`src/rtl/wbs_pkg.sv`:
```
package wbs_pkg;
  typedef struct packed {
    logic loadXfer;
    logic stepWord;
    logic nextBlock;
    logic finish;
    logic holdLen;
  } dpCtrl_t;
endpackage

```
`src/rtl/wbs_datapath.sv`:
```
module wbs_datapath
  import wbs_pkg::*;
#(
  parameter int BYTE_W    = 12,
  parameter int WM_W      = 8,
  parameter int LVL_W     = 12,
  parameter int MAX_BURST = 128,
  parameter int LEN_W     = 8
) (
  input  logic              clk,
  input  logic              rstN,
  input  dpCtrl_t           ctrl,
  input  logic [BYTE_W-1:0] blkBytes,
  input  logic [WM_W-1:0]   wmWords,
  input  logic              dirRead,
  input  logic [LVL_W-1:0]  bufLevel,
  output logic              thrMet,
  output logic              lastWord,
  output logic [LEN_W-1:0]  burstLen,
  output logic [3:0]        stuffMask
);
  localparam int CMP_W = BYTE_W + 2;

  logic [BYTE_W-1:0] remB, blkSizeQ;
  logic [LEN_W-1:0]  wmClamp, lenCalc, lenHold;
  logic [CMP_W-1:0]  remExt, remWords, wmBytes, thrBytes, lvlExt;

  always_comb begin
    if (wmWords == '0)                 wmClamp = LEN_W'(1);
    else if (int'(wmWords) > MAX_BURST) wmClamp = LEN_W'(MAX_BURST);
    else                               wmClamp = LEN_W'(wmWords);

    remExt   = CMP_W'(remB);
    remWords = (remExt + CMP_W'(3)) >> 2;
    lenCalc  = (remWords < CMP_W'(wmClamp)) ? LEN_W'(remWords) : wmClamp;
    wmBytes  = CMP_W'(wmClamp) << 2;

    if (dirRead) thrBytes = (remExt < wmBytes) ? remExt : wmBytes;
    else         thrBytes = CMP_W'(lenCalc) << 2;

    lvlExt    = CMP_W'(bufLevel);
    thrMet    = (remB != '0) && (lvlExt >= thrBytes);
    lastWord  = (remB != '0) && (remExt <= CMP_W'(4));
    stuffMask = ((remB != '0) && (remExt < CMP_W'(4))) ? 4'(4'hF << remB[1:0]) : 4'h0;
    burstLen  = ctrl.holdLen ? lenHold : lenCalc;
  end

  always_ff @(posedge clk) begin
    if (!rstN) begin
      remB     <= '0;
      blkSizeQ <= '0;
      lenHold  <= '0;
    end else begin
      if (ctrl.loadXfer) begin
        remB     <= blkBytes;
        blkSizeQ <= blkBytes;
      end else if (ctrl.finish) begin
        remB <= '0;
      end else if (ctrl.nextBlock) begin
        remB <= blkSizeQ;
      end else if (ctrl.stepWord) begin
        remB <= remB - BYTE_W'(4);
      end
      if (!ctrl.holdLen) lenHold <= lenCalc;
    end
  end


  len_hold_chk: assert property (@(posedge clk) disable iff (!rstN)
    ctrl.holdLen && $past(ctrl.holdLen) |-> $stable(burstLen));

  len_range_chk: assert property (@(posedge clk) disable iff (!rstN)
    (remB != '0) && !ctrl.holdLen |-> (burstLen >= LEN_W'(1)) && (int'(burstLen) <= MAX_BURST));

  blk_reload_chk: assert property (@(posedge clk) disable iff (!rstN)
    $past(ctrl.nextBlock) |-> remB == blkSizeQ);
endmodule

```
`src/rtl/wbs_control.sv`:
```
module wbs_control
  import wbs_pkg::*;
#(
  parameter int CNT_W = 16
) (
  input  logic             clk,
  input  logic             rstN,
  input  logic             arm,
  input  logic             dmaEn,
  input  logic             wordAck,
  input  logic             burstDone,
  input  logic [CNT_W-1:0] blkCount,
  input  logic             thrMet,
  input  logic             lastWord,
  output dpCtrl_t          ctrl,
  output logic             dmaReq,
  output logic             extReq,
  output logic             xferDone
);
  logic             active, inBurst;
  logic [CNT_W-1:0] blksLeft;

  always_comb begin
    ctrl.loadXfer  = arm && !active;
    ctrl.stepWord  = wordAck && active;
    ctrl.nextBlock = ctrl.stepWord && lastWord && (blksLeft != CNT_W'(1));
    ctrl.finish    = ctrl.stepWord && lastWord && (blksLeft == CNT_W'(1));
    ctrl.holdLen   = inBurst;
    extReq         = active && !dmaEn && thrMet;
  end

  always_ff @(posedge clk) begin
    if (!rstN) begin
      active   <= 1'b0;
      inBurst  <= 1'b0;
      dmaReq   <= 1'b0;
      xferDone <= 1'b0;
      blksLeft <= '0;
    end else begin
      if (ctrl.loadXfer)    active <= 1'b1;
      else if (ctrl.finish) active <= 1'b0;

      if (ctrl.loadXfer)       blksLeft <= blkCount;
      else if (ctrl.nextBlock) blksLeft <= blksLeft - CNT_W'(1);

      if (burstDone)          inBurst <= 1'b0;
      else if (ctrl.stepWord) inBurst <= 1'b1;

      if (wordAck || !dmaEn || !active)  dmaReq <= 1'b0;
      else if (!inBurst && thrMet)       dmaReq <= 1'b1;

      xferDone <= ctrl.finish;
    end
  end


  req_drop_chk: assert property (@(posedge clk) disable iff (!rstN)
    wordAck |=> !dmaReq);

  ext_gate_chk: assert property (@(posedge clk) disable iff (!rstN)
    dmaEn |-> !extReq);

  done_pulse_chk: assert property (@(posedge clk) disable iff (!rstN)
    xferDone |=> !xferDone);

  done_idle_chk: assert property (@(posedge clk) disable iff (!rstN)
    xferDone |-> !active && !dmaReq);

  req_armed_chk: assert property (@(posedge clk) disable iff (!rstN)
    $rose(dmaReq) |-> $past(dmaEn) && $past(thrMet));
endmodule

```
`src/rtl/wm_burst_sizer.sv`:
```
module wm_burst_sizer
  import wbs_pkg::*;
#(
  parameter int BYTE_W    = 12,
  parameter int CNT_W     = 16,
  parameter int WM_W      = 8,
  parameter int LVL_W     = 12,
  parameter int MAX_BURST = 128,
  localparam int LEN_W    = $clog2(MAX_BURST + 1)
) (
  input  logic              clk,
  input  logic              rstN,
  input  logic              arm,
  input  logic              dmaEn,
  input  logic              dirRead,
  input  logic [WM_W-1:0]   wmWords,
  input  logic [BYTE_W-1:0] blkBytes,
  input  logic [CNT_W-1:0]  blkCount,
  input  logic [LVL_W-1:0]  bufLevel,
  input  logic              wordAck,
  input  logic              burstDone,
  output logic              dmaReq,
  output logic [LEN_W-1:0]  burstLen,
  output logic              extReq,
  output logic [3:0]        stuffMask,
  output logic              xferDone
);
  dpCtrl_t ctrl;
  logic    thrMet, lastWord;

  wbs_control #(.CNT_W(CNT_W)) u_ctrl (
    .clk(clk), .rstN(rstN), .arm(arm), .dmaEn(dmaEn), .wordAck(wordAck),
    .burstDone(burstDone), .blkCount(blkCount), .thrMet(thrMet),
    .lastWord(lastWord), .ctrl(ctrl), .dmaReq(dmaReq), .extReq(extReq),
    .xferDone(xferDone)
  );

  wbs_datapath #(
    .BYTE_W(BYTE_W), .WM_W(WM_W), .LVL_W(LVL_W),
    .MAX_BURST(MAX_BURST), .LEN_W(LEN_W)
  ) u_dp (
    .clk(clk), .rstN(rstN), .ctrl(ctrl), .blkBytes(blkBytes),
    .wmWords(wmWords), .dirRead(dirRead), .bufLevel(bufLevel),
    .thrMet(thrMet), .lastWord(lastWord), .burstLen(burstLen),
    .stuffMask(stuffMask)
  );
endmodule

```
`config.mk`:
```
export PLATFORM = sky130hd
export DESIGN_NAME = wm_burst_sizer
export DESIGN_NICKNAME = d
export VERILOG_FILES = /design/src/rtl/wbs_pkg.sv /design/src/rtl/wbs_datapath.sv /design/src/rtl/wbs_control.sv /design/src/rtl/wm_burst_sizer.sv
export SDC_FILE = /design/constraint.sdc
export NUM_CORES = 1
export LEC_CHECK = 0
export ABC_AREA = 1
export BUFFER_PORTS_ARGS = -buffer_cell sky130_fd_sc_hd__buf_2
export CORE_ASPECT_RATIO = 0.8
export CORE_MARGIN = 2
export CORE_UTILIZATION = 35
export DETAILED_ROUTE_END_ITERATION = 10
export GPL_TIMING_DRIVEN = 1
export PLACE_DENSITY_LB_ADDON = 0.1
export SETUP_SLACK_MARGIN = 0.5
export SLEW_MARGIN = 0
export SYNTH_ARGS = -nofsm -noshare
export SYNTH_HDL_FRONTEND = slang
export SYNTH_SLANG_ARGS = --single-unit
```
`constraint.sdc`:
```
create_clock -name clk -period 3.54 [get_ports clk]
set_input_delay 0.354 -clock clk [delete_from_list [all_inputs] [get_ports clk]]
set_output_delay 0.354 -clock clk [all_outputs]
set_load 0.01 [all_outputs]
```
==> flow_metrics.tcl, run 1 <==
set metrics [dict create \
    synthCells 640 \
    max_cap_viol_count 0 \
    yosys.area_share.adder_pct 9.77 \
    synth_ff_type "dfxtp_1" \
    ys_seq_area_share_pct 25.4 \
    clkPwrFrac_pct 24.6 \
    p_sw_uw 884 \
    post_drt_wl_per_cell_um 14.0 \
    cp_data_arrival_time_ns 3.89 \
    numPortBuffers 69 \
    grt_pass1_wl_mm 21.4 \
    die_x_um 125 \
    grt_overflow 0 \
    synth.distinct_cells 43 \
    nets 895 \
    cp.depth 27 \
    grt_max_degree 29 \
    num-fill-cells 1175 \
    yosys-top-cells-area "dfxtp_1 (25%), nand2_1 (14%), ha_1 (9.8%), inv_1 (7.2%), nor2_1 (6.2%)" \
    dp_hpwl_mm 10.2 \
    synth_top_area_share_pct 25.4 \
    drc 0 \
    rows 35 \
    gp_congestion 0.924 \
    track_usage_pct 20.9 \
    startpoint "u_dp.remB[0]" \
    antenna_found_initial 0 \
    ir_worst_vdd_uv 246 \
    synthTopCellsByCount "nand2_1 (154), inv_1 (79), nor2_1 (68)" \
    hold_depth 2 \
    dp_slack_ns -0.507 \
    routed_via_density 4.91 \
    fin_ws_ns -0.705 \
    core_region_area_um2 11500 \
    path_delay_family "buffers and inverters" \
    end_kind "output pin" \
    path_clk_slew_ns 0.07 \
    p_int_mw 1.49 \
    ys_ff_latch 52 \
    slowest_stage "dfxtp_2" \
    p_sw_share_pct 37.2 \
    drtIter0Drc 216 \
    p_leak_nw 3.04 \
    die-area_um2 12600 \
    worstPathMaxFanout 4 \
    drive_above_1_share_pct 36.7 \
    slowest_delay_ns 0.36 \
    worstSetupPathType "register to output pin" \
    finalCriticalPeriod_ns 4.25 \
    yosysMostFrequentCell "nand2_1" \
    synth_xor_xnor_area_share_pct 4.03 \
    yosys.area_share.simple_pct 34.1 \
    seqPwrFrac_pct 28.5 \
    clk_latency_ns 0.30 \
    firstDrtPassIters 4 \
    rsz0062_at_grt "yes" \
    hold_path_class "input port to register" \
    critical_path_required_ns 3.19 \
    die_h_um 101 \
    cts_htree_levels 2 \
    cts.sinks 52 \
    drtAntennaViolNets 0 \
    worst_path_most_repeated_cell "buf_4" \
    r2r_cells 26 \
    synthArstFlopShare_pct 0 \
    antennaDiodeCount 0 \
    grt_pass1_vias 4368 \
    critPathLaunchType "register" \
    ff2ff_setup_slack_ns -0.05 \
    status "finished, violations left" \
    p_per_area_nw_per_um2 393 \
    cts-root-buf "clkbuf_16" \
    wirelength_mm 13.4 \
    hold_violations 0 \
    synth_compound_area_share_pct 16.6 \
    syn_area_um2 4100 \
    slew_headroom_pct 45.3 \
    ios 70 \
    reg2reg_from "u_dp.remB[0]" \
    critPathCapture "extReq" \
    cts_max_path_buffers 2 \
    comb_power_share_pct 46.9 \
    synth_top_family_by_area "simple AND/OR/NAND/NOR gates" \
    cts_tree "built" \
    violations "negative setup slack" \
    timing.final.crit_share_pct 120 \
    areaGrowthSynthToFinish_pct 47.7 \
    syn_avg_cell_area_um2 6.40 \
    netlist.top_cell.by_area "dfxtp_1" \
    synth_edf_count 0 \
    worst-path-buf-inv 13 \
    start_util_pct 35.7 \
    r2r-end "u_ctrl.dmaReq" \
    vias 4701 \
    drv_slew 0 \
    cts_made_buffers 5 \
    synth-warning-count 0 \
    muxShareOfSynthArea_pct 0 \
    max_freq_mhz 236 \
    finalPower_mw 2.38 \
    finalSetupViolCount 2 \
    worst_pin_slew_ns 0.815 \
    finClkSkew_ns 0.00837 \
]
[worst min path at each step]
stage	to	start	slack [ns]
after floorplan	u_ctrl.inBurst	burstDone	0.43
after global placement	u_ctrl.dmaReq	u_ctrl.dmaReq	0.43
after detailed placement	u_ctrl.dmaReq	u_ctrl.dmaReq	0.44
after CTS	u_ctrl.inBurst	burstDone	0.21
after global routing	u_ctrl.inBurst	burstDone	0.22
final	u_ctrl.inBurst	burstDone	0.22
[metal layers]
metal	vias up	global-route usage [%]	share of wire, %
li1	2427	-	-
met1	2181	31.3	52
met2	88	31.8	42
met3	5	3.56	5.4
met4	0	3.59	0.60
met5	-	0	0
[stage by stage]
step                      setup TNS [ns]  cells  cell area [um2]  hold slack (ns)  utilization (%)
after CTS                         -0.609    947             5710            0.214             49.7
after floorplan                        0    641             4190            0.432                -
final                             -0.755    957             6050            0.215             52.8
after global routing               -1.46    957             6050            0.223             52.8
after global placement            -0.483    919             5260            0.432             45.9
after detailed placement          -0.636    919             5260            0.440             45.9
[worst register-to-register path, cell delays in order, from the launching register on]
cell and delay (ns):
dfxtp_2 0.36, nor2_4 0.06, buf_12 0.12, nor2_4 0.13, nand3_4 0.12, o21ai_2 0.18, inv_2 0.07, buf_6 0.11
buf_4 0.12, buf_4 0.12, buf_4 0.12, buf_4 0.12, buf_4 0.12, buf_4 0.12, buf_4 0.12, buf_4 0.13
buf_6 0.11, nand3_4 0.07, nand3_1 0.11, o21ai_0 0.21, ha_1 0.34, nand2_1 0.11, o21ai_1 0.07, nand2_1 0.06
nand4_1 0.11, nand3_1 0.09, a21oi_1 0.08
[power groups by stage]
stage | Clock (mW) | Sequential (mW) | Combinational, mW
6_report | 0.586 | 0.678 | 1.11
3_3_place_gp | 0 | 0.689 | 0.898
5_1_grt | 0.621 | 0.684 | 1.24
2_1_floorplan | 0 | 0.688 | 0.555
4_1_cts | 0.598 | 0.678 | 0.993
3_5_place_dp | 0 | 0.690 | 0.907
[cell type report]
type	count	area, um2	share of cell area (%)
multi-input combinational	485	3040	50.2
timing repair buffer	180	1280	21.1
sequential	52	1050	17.4
inverter	84	315	5.21
tap	148	185	3.06
clock buffer	6	139	2.29
clock inverter	2	38.8	0.641
[state kept, by name (all words and copies together), names as in the netlist]
name and cells:
u_ctrl.inBurst 1, u_dp.lenHold 8, u_ctrl.dmaReq 1, u_ctrl.active 1
u_ctrl.blksLeft 16, u_dp.blkSizeQ 12, u_ctrl.xferDone 1, u_dp.remB 12
[cells in the final DEF (no fill, tap or decap), types with 3 or more instances in the layout]
cell       Yosys  layout
clkbuf_16      0       5
a211oi_1       4       3
o211ai_1       9       9
nor3_1         8       7
or2_2          9       9
o21ai_2        0       8
buf_4          1      97
nand4_1        5       5
nor3_2         2       3
nand2_2        4      18
dfxtp_1       52      45
inv_2          4       8
nand2_4        1       7
nor2_4         4       6
ha_4           0       5
buf_2          6      69
nand3_4        1       8
buf_6          1       8
nand2_1      154     133
dfxtp_2        0       5
a21oi_1       42      40
inv_1         79      75
nand3_2        1      13
o21ai_0       43      34
nor2_1        68      64
o21ai_1        5       6
buf_12         0       5
nor2_2         3       5
ha_1          32      26
xor2_1        15      14
nand3_1       46      27
a31oi_1       11      11
[kinds of logic after synthesis]
| family | after synthesis |
|---|---|
| compound gates | 121 |
| xor+xnor | 18 |
| fa+ha+maj | 32 |
| buf+inv | 104 |
| flops | 52 |
| other cells | 1 |
| simple gates | 312 |
[repair_timing]
action	4_1_cts	5_1_grt
endpoints found under the setup margin	10	11
hold buffers	0	0
resized for setup	30	55
setup buffers	20	10
pin swaps	29	23
(Power assumes the default switching activity.)
==> run 2, diff against run 1 <==
--- a/config.mk
+++ b/config.mk
@@ -14,6 +14,7 @@
 export GPL_TIMING_DRIVEN = 1
 export PLACE_DENSITY_LB_ADDON = 0.1
 export SETUP_SLACK_MARGIN = 0.5
+export SKIP_CTS_REPAIR_TIMING = 1
 export SLEW_MARGIN = 0
 export SYNTH_ARGS = -nofsm -noshare
 export SYNTH_HDL_FRONTEND = slang
==> run 2 against run 1 <==
The flow still finishes with violations (negative setup slack). Highest routed layer unchanged. Clock-buffer cell count is the same. Power shrank 4.1%. Critical endpoint unchanged. Non-clock buffer count fell by 17. Combinational power decreased by 8%.
==> flow_metrics.tcl, run 2 (same netlist as run 1, synthesis figures left out) <==
set metrics [dict create \
    status "finished, violations left" \
    violations "negative setup slack" \
    worst_pin_slew_ns 0.828 \
    worst_path_most_repeated_cell "nor2_4" \
    cts-root-buf "clkbuf_16" \
    rsz0062_at_grt "yes" \
    cts_tree "built" \
    grt_pass1_wl_mm 20.8 \
    drtAntennaViolNets 0 \
    grt_max_degree 29 \
    track_usage_pct 20.3 \
    ff_latch_area_um2 1050 \
    cts.sinks 52 \
    rows 35 \
    grt_pass1_vias 4239 \
    fin_cells 940 \
    ios 70 \
    design_area_um2 5740 \
    drive_above_1_share_pct 32.3 \
    slew_headroom_pct 44.4 \
    finalSetupViolCount 1 \
    dp_hpwl_mm 10.2 \
    finalPower_mw 2.28 \
    cp_data_arrival_time_ns 3.82 \
    end_kind "output pin" \
    r2r_cells 24 \
    hold_violations 0 \
    max_cap_viol_count 0 \
    drv_slew 0 \
    finClkSkew_ns 0.00789 \
    gp_congestion 0.924 \
    drc 0 \
    critical_path_required_ns 3.19 \
    final_common_cell "nand2_1" \
    ir_worst_vdd_uv 246 \
    worstSetupPathType "register to output pin" \
    placed_cell_area_um2 5260 \
    core_region_area_um2 11500 \
    path_clk_slew_ns 0.07 \
    drtIter0Drc 259 \
    critPathLaunchType "register" \
    die-area_um2 12600 \
    grt_overflow 0 \
    numPortBuffers 69 \
    antennaDiodeCount 0 \
    hold_path_class "input port to register" \
    die_h_um 101 \
    timing.final.crit_share_pct 118 \
    max_freq_mhz 240 \
    p_leak_nw 2.87 \
    cts_made_buffers 5 \
    reg_top3 "u_ctrl.blksLeft x16, u_dp.blkSizeQ x12, u_dp.remB x12" \
    die_x_um 125 \
    firstDrtPassIters 6 \
    start_util_pct 35.7 \
    fin_util_pct 50.0 \
    routed_via_density 4.91 \
    num-fill-cells 1204 \
    slowest_stage "dfxtp_2" \
    multi_input_area_um2 2890 \
    antenna_found_initial 0 \
    ff2ff_setup_slack_ns 0.02 \
    slowest_delay_ns 0.34 \
    fin_ws_ns -0.629 \
    top_register "u_ctrl.blksLeft" \
    largest_reg_flops 16 \
    hold_ws_ns 0.217 \
    placed_cells 919 \
    worstPathMaxFanout 5 \
    p_per_area_nw_per_um2 398 \
    nets 878 \
    areaGrowthSynthToFinish_pct 40.0 \
    wirelength_mm 13.1 \
    clk_latency_ns 0.30 \
    cts_htree_levels 2 \
    post_drt_wl_per_cell_um 13.9 \
    final_cell_mix "nand2_1 (142), buf_4 (90), inv_1 (77)" \
    hold_depth 2 \
    vias 4613 \
    finalCriticalPeriod_ns 4.17 \
    cts_max_path_buffers 2 \
]
## run 2: final cells by class
type                            count  share of cell area, %
Multi-Input combinational cell    485                   50.5
Timing Repair Buffer              163                   19.3
Sequential cell                    52                   18.4
Inverter                           84                   5.54
Tap cell                          148                   3.23
Clock buffer                        6                   2.42
Clock inverter                      2                  0.676
## run 2: critical path, delay by kind of cell, from the launching register on
kind	cells	cell delay, ns
flip-flops	1	0.34
AND/OR/NAND/NOR	17	1.80
AO/OA/AOI/OAI	2	0.21
adder cells (fa/ha/maj)	2	0.63
buffers and inverters	3	0.38
XOR/XNOR	1	0.15
## run 2: per-layer routing
layer  GRT usage [%]  up-vias  routed length (um)
met2            30.4       83                5370
met4            3.59        0                  81
met3            3.56        7                 614
met5               0        -                   0
met1            30.6     2134                6980
li1                -     2389                   -
## run 2: power breakdown
part	switching [mW]	internal (mW)	total, mW
clock	0.231	0.355	0.585
sequential	0.0381	0.641	0.679
combinational	0.574	0.443	1.02
total	0.842	1.44	2.28
## run 2: stage by stage
stage	TNS, ns	worst slack (ns)
floorplan	0	0.00186
global placement	-0.483	-0.417
detailed placement	-0.636	-0.507
CTS	-0.760	-0.726
global route	-1.68	-0.911
finish	-0.629	-0.629
## run 2: final timing paths
path / from / endpoint
max: u_dp.remB[1] / extReq
min: burstDone / u_ctrl.inBurst
max reg2reg: u_dp.remB[1] / u_ctrl.dmaReq
min reg2reg: u_ctrl.dmaReq / u_ctrl.dmaReq
